[src/rtl/tmr_pkg.sv]
package tmr_pkg;
    typedef enum logic {
        MODE_REPEAT  = 1'b0,
        MODE_ONESHOT = 1'b1
    } tmr_mode_e;
endpackage

[src/rtl/tmr_fine_ctl.sv]
module tmr_fine_ctl #(
    parameter int FINE_W = 4
) (
    input  logic              clk,
    input  logic              rst_n,
    input  logic              preset,
    input  logic              zero_tick,
    input  logic [FINE_W-1:0] fine_k,
    output logic              stretch
);
    typedef struct packed {
        logic [FINE_W-1:0] seq;
        logic              hold;
    } fine_t;

    fine_t st_d, st_q;

    always_comb begin
        st_d    = st_q;
        stretch = zero_tick && !st_q.hold && (st_q.seq < fine_k);
        if (preset) begin
            st_d.seq  = '0;
            st_d.hold = 1'b0;
        end else if (zero_tick) begin
            if (stretch) begin
                st_d.hold = 1'b1;
            end else begin
                st_d.hold = 1'b0;
                st_d.seq  = st_q.seq + 1'b1;
            end
        end
    end

    always_ff @(posedge clk or negedge rst_n) begin
        if (!rst_n) st_q <= '0;
        else        st_q <= st_d;
    end

    AST_STRETCH_IN_WINDOW: assert property (@(posedge clk) disable iff (!rst_n)
        $rose(st_q.hold) |-> ($past(st_q.seq) < $past(fine_k)));
    AST_HOLD_SINGLE: assert property (@(posedge clk) disable iff (!rst_n)
        (st_q.hold && zero_tick) |-> !stretch);
endmodule

[src/rtl/tmr_out_stage.sv]
module tmr_out_stage (
    input  logic clk,
    input  logic rst_n,
    input  logic uf_evt,
    input  logic irq_clr,
    output logic irq,
    output logic tmr_clk
);
    typedef struct packed {
        logic irq;
        logic tclk;
    } out_t;

    out_t st_d, st_q;

    always_comb begin
        st_d = st_q;
        if (uf_evt)       st_d.irq = 1'b1;
        else if (irq_clr) st_d.irq = 1'b0;
        if (uf_evt)       st_d.tclk = !st_q.tclk;
    end

    always_ff @(posedge clk or negedge rst_n) begin
        if (!rst_n) st_q <= '0;
        else        st_q <= st_d;
    end

    assign irq     = st_q.irq;
    assign tmr_clk = st_q.tclk;

    AST_IRQ_SET_WINS: assert property (@(posedge clk) disable iff (!rst_n)
        uf_evt |=> irq);
    AST_CLK_TOGGLE: assert property (@(posedge clk) disable iff (!rst_n)
        uf_evt |=> (tmr_clk != $past(tmr_clk)));
    AST_CLK_QUIET: assert property (@(posedge clk) disable iff (!rst_n)
        !uf_evt |=> (tmr_clk == $past(tmr_clk)));
endmodule

[src/rtl/fine_reload_timer.sv]
module fine_reload_timer #(
    parameter int CNT_W  = 8,
    parameter int FINE_W = 4
) (
    input  logic              clk,
    input  logic              rst_n,
    input  logic              cnt_en,
    input  logic [CNT_W-1:0]  reload_val,
    input  logic              preset,
    input  logic              run_set,
    input  logic              run_clr,
    input  logic              mode_oneshot,
    input  logic [FINE_W-1:0] fine_sel,
    input  logic              irq_clr,
    output logic [CNT_W-1:0]  count,
    output logic              running,
    output logic              uf_pulse,
    output logic              irq,
    output logic              tmr_clk
);
    import tmr_pkg::*;

    typedef struct packed {
        logic [CNT_W-1:0] cnt;
        logic             run;
        logic             uf;
    } core_t;

    core_t     st_d, st_q;
    logic      tick_ok, zero_tick, stretch, uf_evt;
    tmr_mode_e mode;

    assign mode = tmr_mode_e'(mode_oneshot);

    always_comb begin
        tick_ok   = st_q.run && cnt_en && !preset;
        zero_tick = tick_ok && (st_q.cnt == '0);
        uf_evt    = zero_tick && !stretch;

        st_d    = st_q;
        st_d.uf = uf_evt;

        if (preset)                        st_d.cnt = reload_val;
        else if (tick_ok && st_q.cnt != '0) st_d.cnt = st_q.cnt - 1'b1;
        else if (uf_evt)                   st_d.cnt = reload_val;

        if (run_clr)                               st_d.run = 1'b0;
        else if (uf_evt && mode == MODE_ONESHOT)   st_d.run = 1'b0;
        else if (run_set)                          st_d.run = 1'b1;
    end

    always_ff @(posedge clk or negedge rst_n) begin
        if (!rst_n) st_q <= '0;
        else        st_q <= st_d;
    end

    tmr_fine_ctl #(.FINE_W(FINE_W)) u_fine (
        .clk       (clk),
        .rst_n     (rst_n),
        .preset    (preset),
        .zero_tick (zero_tick),
        .fine_k    (fine_sel),
        .stretch   (stretch)
    );

    tmr_out_stage u_out (
        .clk     (clk),
        .rst_n   (rst_n),
        .uf_evt  (uf_evt),
        .irq_clr (irq_clr),
        .irq     (irq),
        .tmr_clk (tmr_clk)
    );

    assign count    = st_q.cnt;
    assign running  = st_q.run;
    assign uf_pulse = st_q.uf;

    AST_IDLE_HOLDS: assert property (@(posedge clk) disable iff (!rst_n)
        (!st_q.run && !preset) |=> (count == $past(count)));
    AST_UF_RELOADS: assert property (@(posedge clk) disable iff (!rst_n)
        uf_evt |=> (count == $past(reload_val)));
    AST_PRESET_LOADS: assert property (@(posedge clk) disable iff (!rst_n)
        preset |=> (count == $past(reload_val) && !uf_pulse));
    AST_CLR_WINS: assert property (@(posedge clk) disable iff (!rst_n)
        run_clr |=> !running);
    AST_ONESHOT_STOP: assert property (@(posedge clk) disable iff (!rst_n)
        (uf_evt && mode_oneshot) |=> !running);
endmodule

[config.mk]
export PLATFORM = sky130hd
export DESIGN_NAME = fine_reload_timer
export DESIGN_NICKNAME = d
export VERILOG_FILES = /design/src/rtl/tmr_pkg.sv /design/src/rtl/tmr_fine_ctl.sv /design/src/rtl/tmr_out_stage.sv /design/src/rtl/fine_reload_timer.sv
export SDC_FILE = /design/constraint.sdc
export NUM_CORES = 1
export LEC_CHECK = 0
export BUFFER_PORTS_ARGS = -buffer_cell sky130_fd_sc_hd__buf_2
export CORE_UTILIZATION = 32
export DETAILED_ROUTE_END_ITERATION = 12
export HOLD_SLACK_MARGIN = 0.06
export PLACE_DENSITY = 0.53
export SYNTH_ARGS = -nofsm -noshare
export SYNTH_HDL_FRONTEND = slang
export SYNTH_SLANG_ARGS = --single-unit
export TNS_END_PERCENT = 30
[constraint.sdc]
create_clock -name clk -period 4 [get_ports clk]
set_clock_uncertainty 0.15 [all_clocks]
set_input_delay 0.4 -clock clk [delete_from_list [all_inputs] [get_ports clk]]
set_output_delay 0.4 -clock clk [all_outputs]
set_load 0.01 [all_outputs]
==> flow_metrics.env, run 1 <==
export IMPL_run_status="finished clean"
export IMPL_drtIter0Drc=28
export IMPL_p_leak_nw=0.625
export IMPL_power_mw=0.371
export IMPL_post_cts_setup_buffer_count=0
export IMPL_reg2reg_slack_ns=1.57
export IMPL_place_area_um2=1280
export IMPL_synth_cell_types=45
export IMPL_crit_buf_inv=1
export IMPL_crit_chain="inv_1 > ha_1 > nor4b_4 > nand3_2 > or4_1 > a21oi_1"
export IMPL_core_area_um2=3150
export IMPL_rsz0062_at_grt="false"
export IMPL_tightest_slew_ns=0.634
export IMPL_synth_nets=143
export IMPL_max_freq_mhz=411
export IMPL_grt_util_all_layers=0.167
export IMPL_crit_cells=6
export IMPL_grt_overflow_total=0
export IMPL_syn_inst=118
export IMPL_r2r_end="u_fine.st_q[4]$_DFFE_PN0P_"
export IMPL_synthArstFlopShare=1.00
export IMPL_area_growth_pct=20.9
export IMPL_design_area_um2=1320
export IMPL_dieWidth_um=60.4
export IMPL_min_delay_start="run_clr"
export IMPL_worstSetupStartpoint="count[0]$_DFFE_PN0P_"
export IMPL_dieArea_um2=3640
export IMPL_numPortBuffers=31
export IMPL_r2r_cells=6
export IMPL_drive_gt1_frac=0.289
export IMPL_num_rows=20
export IMPL_hold_buffers=1
export IMPL_avgRoutedWirePerCell_um=14.0
export IMPL_ys_seq_area_frac=0.390
export IMPL_relSlewSlack=0.566
export IMPL_final_max_slew_viol_count=0
export IMPL_wirelength_um=2700
export IMPL_hold_violations=0
export IMPL_synth_top_area_share=0.390
export IMPL_dp_cells=188
export IMPL_clock_sinks=17
export IMPL_dpl_hpwl_um=1960
export IMPL_first_pass_iters=4
export IMPL_cts_resized=0
export IMPL_cpPeakStageDelay_ns=0.52
export IMPL_fillers=322
export IMPL_pin_count=32
export IMPL_cts_clk_slew_worst_paths_ns=0.12
export IMPL_dr_total_vias=1038
export IMPL_fin_cells=193
export IMPL_tritoncts="done"
export IMPL_n_antenna_cell=0
export IMPL_cp_max_fo=10
export IMPL_drc=0
export IMPL_synth_edf_count=0
export IMPL_min_period_ns=2.43
export IMPL_synthFlopType="dfrtp_1"
export IMPL_syn_mean_instance_area_um2=9.24
export IMPL_cts_htree_levels=1
export IMPL_globalplace_congestion=0.883
export IMPL_layout_nets=175
export IMPL_r2r_start="count[0]$_DFFE_PN0P_"
export IMPL_ant_nets=0
export IMPL_finalSetupTns_ns=0
export IMPL_root_buffer="clkbuf_4"
export IMPL_die_y_um=60.4
export IMPL_grt_max_degree=22
export IMPL_crit_family="simple AND/OR/NAND/NOR gates"
export IMPL_crit_type="flop to flop"
export IMPL_start_util=0.346
export IMPL_antenna_found_initial=0
export IMPL_critical_path_required_ns=4.09
export IMPL_syn_area_um2=1090
export IMPL_setup_viol=0
export IMPL_cts_buffers=3
export IMPL_ir_drop_uv=138
export IMPL_ys_top_cells_by_area="dfrtp_1, ha_1, a21oi_1"
export IMPL_end_kind="flop"
export IMPL_max_cap_viol_count=0
export IMPL_grt_pass1_vias=977
export IMPL_vias_per_cell=5.38
export IMPL_synth_area_leader_cell="dfrtp_1"
export IMPL_cp_endpoint="u_fine.st_q[4]$_DFFE_PN0P_"
export IMPL_worst_ep_arrival_time_ns=2.52
export IMPL_hold_path_class="input port to flop"
export IMPL_grt_pass1_wl_um=4520
export IMPL_post_route_period_util=0.608
export IMPL_clk_insertion_delay_late_ns=0.30
export IMPL_clock_path_buffers=2
export IMPL_fin_util=0.418
export IMPL_powerDensity_nw_per_um2=281
export IMPL_synth_warnings=0
export IMPL_ys_ff_latch=17
export IMPL_slowest_stage="or4_1"
export IMPL_start_kind="flop"
==> cell usage after synthesis (all sizes together) (2+ instances only) <==
library cell,instances
nor2,4
or3,2
clkbuf,4
inv,10
nand2,5
and3b,2
o31ai,2
nand3,7
a211oi,3
a311oi,2
dfrtp,17
o311a,2
nand2b,2
or4,2
o21ai,4
a21oi,10
nor3,5
ha,5
or2,3
a31oi,2
and3,2
a211o,3
==> per-stage QoR <==
stage,worst slack [ns],hold WS [ns]
after floorplan,1.82,-0.0456
after global placement,1.68,0.205
after detailed placement,1.56,0.210
after CTS,1.54,0.0752
after global routing,1.40,0.0724
final,1.57,0.0813
==> cells in the final DEF, fill, tap and decap left out, drive strengths merged, types with 3 or more instances in the layout <==
master / netlist / layout
dfrtp: 17 / 17
o21ai: 4 / 4
or2: 3 / 3
inv: 10 / 10
buf: 1 / 31
ha: 5 / 5
a211oi: 3 / 3
nand2: 5 / 5
nor2: 4 / 4
clkbuf: 4 / 3
nand3: 7 / 7
nor3: 5 / 5
a211o: 3 / 3
a21oi: 10 / 10
==> where the power goes <==
group	total, mW	switching, mW	internal (mW)
Combinational	0.0752	0.0403	0.0348
Sequential	0.196	0.0152	0.181
Clock	0.0995	0.0622	0.0372
Total	0.371	0.118	0.253
==> registers in the layout, indices dropped and copies added (netlist names) <==
| signal | count |
|---|---|
| count | 8 |
| running | 1 |
| u_fine.st_q | 5 |
| u_out.irq | 1 |
| u_out.tmr_clk | 1 |
| uf_pulse | 1 |
==> layout make-up <==
| cell class | count | area [um2] | area share |
|---|---|---|---|
| Clock inverter | 1 | 5.00 | 0.00380 |
| Tap cell | 44 | 55.1 | 0.0418 |
| Inverter | 10 | 37.5 | 0.0285 |
| Timing Repair Buffer | 32 | 165 | 0.125 |
| Sequential cell | 17 | 425 | 0.323 |
| Multi-Input combinational cell | 86 | 607 | 0.461 |
| Clock buffer | 3 | 22.5 | 0.0171 |
==> routing by layer <==
layer / track usage / up-vias / share of wire
li1: - / 509 / -
met1: 0.221 / 491 / 0.47
met2: 0.281 / 36 / 0.47
met3: 0.0384 / 2 / 0.053
met4: 0.0299 / 0 / 0.0067
met5: 0 / - / 0
==> worst min path at each step <==
| stage | depth (start not counted) | end |
|---|---|---|
| 6_report | 2 | running$_DFFE_PN0P_ |
| 5_1_grt | 2 | running$_DFFE_PN0P_ |
| 4_1_cts | 2 | running$_DFFE_PN0P_ |
| 3_5_place_dp | 1 | running$_DFFE_PN0P_ |
| 3_3_place_gp | 1 | u_out.tmr_clk$_DFFE_PN0P_ |
| 2_1_floorplan | 0 | count[0]$_DFFE_PN0P_ |
==> kinds of logic (layout without fill, tap and decap cells) <==
logic type | Yosys count | count (layout) | share of synthesized area
DFF | 17 | 17 | 0.390
and+or+nand+nor | 40 | 40 | 0.230
buffers and inverters | 15 | 46 | 0.0528
muxes | 1 | 1 | 0.0103
xor gates and xnor gates | 1 | 1 | 0.00804
AOI/OAI and AO/OA | 39 | 39 | 0.251
adders and majority gates | 5 | 5 | 0.0574
No activity file was read; power rests on OpenSTA's default activity.
==> run 2, diff against run 1 <==
==> constraint.sdc (replaced) <==
create_clock -name clk -period 2.4 [get_ports clk]
set_clock_uncertainty 0.15 [all_clocks]
set_input_delay 0.24 -clock clk [delete_from_list [all_inputs] [get_ports clk]]
set_output_delay 0.24 -clock clk [all_outputs]
set_load 0.01 [all_outputs]
==> run 2 against run 1 <==
Against the previous run:
- power grew 69%
- sequential share of layout area down 3.0 points
- setup slack worse by 1.4 ns
- final cell count up 7.8%
- maximum frequency increased by 9.2%
- register-to-register slack worse by 1.4 ns
- utilization increased by 4.3 points
- first-iteration DRC count grew 50%
- highest routed layer unchanged
==> flow_metrics.env, run 2 (synthesis results as in run 1) <==
export IMPL_grt_max_degree=22
export IMPL_drtIter0Drc=42
export IMPL_dieWidth_um=60.4
export IMPL_largest_reg_flops=8
export IMPL_drc=0
export IMPL_cts_clk_slew_worst_paths_ns=0.09
export IMPL_hold_violations=0
export IMPL_crit_type="flop to flop"
export IMPL_setup_viol=0
export IMPL_first_pass_iters=4
export IMPL_vias_per_cell=5.31
export IMPL_layout_nets=190
export IMPL_r2r_start="count[0]$_DFFE_PN0P_"
export IMPL_grt_pass1_wl_um=4570
export IMPL_power_mw=0.628
export IMPL_max_cap_viol_count=0
export IMPL_max_freq_mhz=449
export IMPL_layout_common_cells="buf_2, dfrtp_1, inv_1, a21oi_1, dlygate4sd3_1"
export IMPL_worstHoldEndpoint="count[1]$_DFFE_PN0P_"
export IMPL_place_area_um2=1330
export IMPL_num_rows=20
export IMPL_dieArea_um2=3640
export IMPL_tritoncts="done"
export IMPL_whs_ns=0.0852
export IMPL_wirelength_um=2860
export IMPL_hold_path_class="input port to flop"
export IMPL_root_buffer="clkbuf_4"
export IMPL_pwr_share_clk=0.247
export IMPL_p_int_mw=0.438
export IMPL_mostFrequentLayoutCell="buf_2"
export IMPL_drive_gt1_frac=0.305
export IMPL_fin_cells=208
export IMPL_core_area_um2=3150
export IMPL_p_leak_nw=0.692
export IMPL_dpl_hpwl_um=2130
export IMPL_slowest_stage="dfrtp_1"
export IMPL_clock_sinks=17
export IMPL_ant_nets=0
export IMPL_cts_buffers=3
export IMPL_rsz0062_at_grt="false"
export IMPL_crit_chain="inv_1 > ha_1 > nor4b_4 > and3_2 > a21o_1 > a221oi_1"
export IMPL_clock_path_buffers=2
export IMPL_antenna_found_initial=0
export IMPL_crit_cells=6
export IMPL_holdPathStages=3
export IMPL_reg2reg_slack_ns=0.17
export IMPL_start_kind="flop"
export IMPL_worst_ep_arrival_time_ns=2.25
export IMPL_combPwrFrac=0.242
export IMPL_cts_htree_levels=1
export IMPL_ir_drop_uv=189
export IMPL_run_status="finished clean"
export IMPL_fin_util=0.461
export IMPL_critical_path_required_ns=2.42
export IMPL_globalplace_congestion=0.878
export IMPL_grt_overflow_total=0
export IMPL_relSlewSlack=0.623
export IMPL_powerDensity_nw_per_um2=432
export IMPL_dp_cells=194
export IMPL_pin_count=32
export IMPL_setup_ws_ns=0.172
export IMPL_area_growth_pct=33.4
export IMPL_p_sw_frac=0.301
export IMPL_finalSetupTns_ns=0
export IMPL_clk_insertion_delay_late_ns=0.30
export IMPL_min_period_ns=2.23
export IMPL_start_util=0.346
export IMPL_min_delay_start="reload_val[1]"
export IMPL_die_y_um=60.4
export IMPL_grt_util_all_layers=0.174
export IMPL_crit_family="simple AND/OR/NAND/NOR gates"
export IMPL_crit_buf_inv=1
export IMPL_switchingPower_mw=0.189
export IMPL_dp_slack_ns=0.153
export IMPL_avgRoutedWirePerCell_um=13.7
export IMPL_numPortBuffers=31
export IMPL_n_antenna_cell=0
export IMPL_post_route_period_util=0.929
export IMPL_final_max_slew_viol_count=0
export IMPL_cp_max_fo=7
export IMPL_post_cts_setup_buffer_count=0
export IMPL_cpPeakStageDelay_ns=0.44
export IMPL_grt_pass1_vias=969
export IMPL_tightest_slew_ns=0.562
export IMPL_design_area_um2=1450
export IMPL_r2r_end="count[5]$_DFFE_PN0P_"
export IMPL_dr_total_vias=1105
export IMPL_r2r_cells=6
export IMPL_pwr_share_seq=0.511
export IMPL_end_kind="flop"
## run 2: cell count changes in the layout (fill, tap and decap cells not counted)
cell	previous run	this run
and3_2	0	1
buf_4	0	6
dlygate4sd3_1	1	10
and3_1	2	1
## run 2: area by class of cell
| type | count | area, um2 |
|---|---|---|
| fill | 340 | 1700 |
| multi-input combinational | 86 | 608 |
| sequential | 17 | 425 |
| timing repair buffer | 47 | 300 |
| tap | 44 | 55.1 |
| inverter | 10 | 37.5 |
| clock buffer | 3 | 22.5 |
| clock inverter | 1 | 5.00 |
## run 2: worst min-delay path, delay by kind of cell
| kind | cells | cell delay, ns |
|---|---|---|
| compound gates | 1 | 0.09 |
| buf+inv | 1 | 0.11 |
| simple gates | 1 | 0.06 |
## run 2: how the worst max path moves through the flow
stage / startpoint / endpoint / slack (ns)
2_1_floorplan: count[0]$_DFFE_PN0P_ / u_fine.st_q[4]$_DFFE_PN0P_ / 0.22
3_3_place_gp: count[0]$_DFFE_PN0P_ / count[5]$_DFFE_PN0P_ / 0.17
3_5_place_dp: count[0]$_DFFE_PN0P_ / count[5]$_DFFE_PN0P_ / 0.15
4_1_cts: count[0]$_DFFE_PN0P_ / count[5]$_DFFE_PN0P_ / 0.12
5_1_grt: count[0]$_DFFE_PN0P_ / count[5]$_DFFE_PN0P_ / 0.01
6_report: count[0]$_DFFE_PN0P_ / count[5]$_DFFE_PN0P_ / 0.17
## run 2: metal layers
layer,share of wire,GRT usage
met5,0,0
met3,0.037,0.0320
met2,0.47,0.283
met1,0.48,0.227
met4,0.013,0.0698
## run 2: power groups by stage
stage	Clock, mW	Combinational [mW]	Sequential [mW]
6_report	0.155	0.152	0.321
5_1_grt	0.175	0.169	0.324
4_1_cts	0.168	0.154	0.321
3_5_place_dp	0	0.141	0.326
3_3_place_gp	0	0.139	0.325
2_1_floorplan	0	0.0662	0.335
## run 2: repair_timing
action	in CTS	in global routing
endpoints found under the setup margin	0	6
resized for setup	0	1
hold buffers	10	0
hold endpoints to repair	24	0
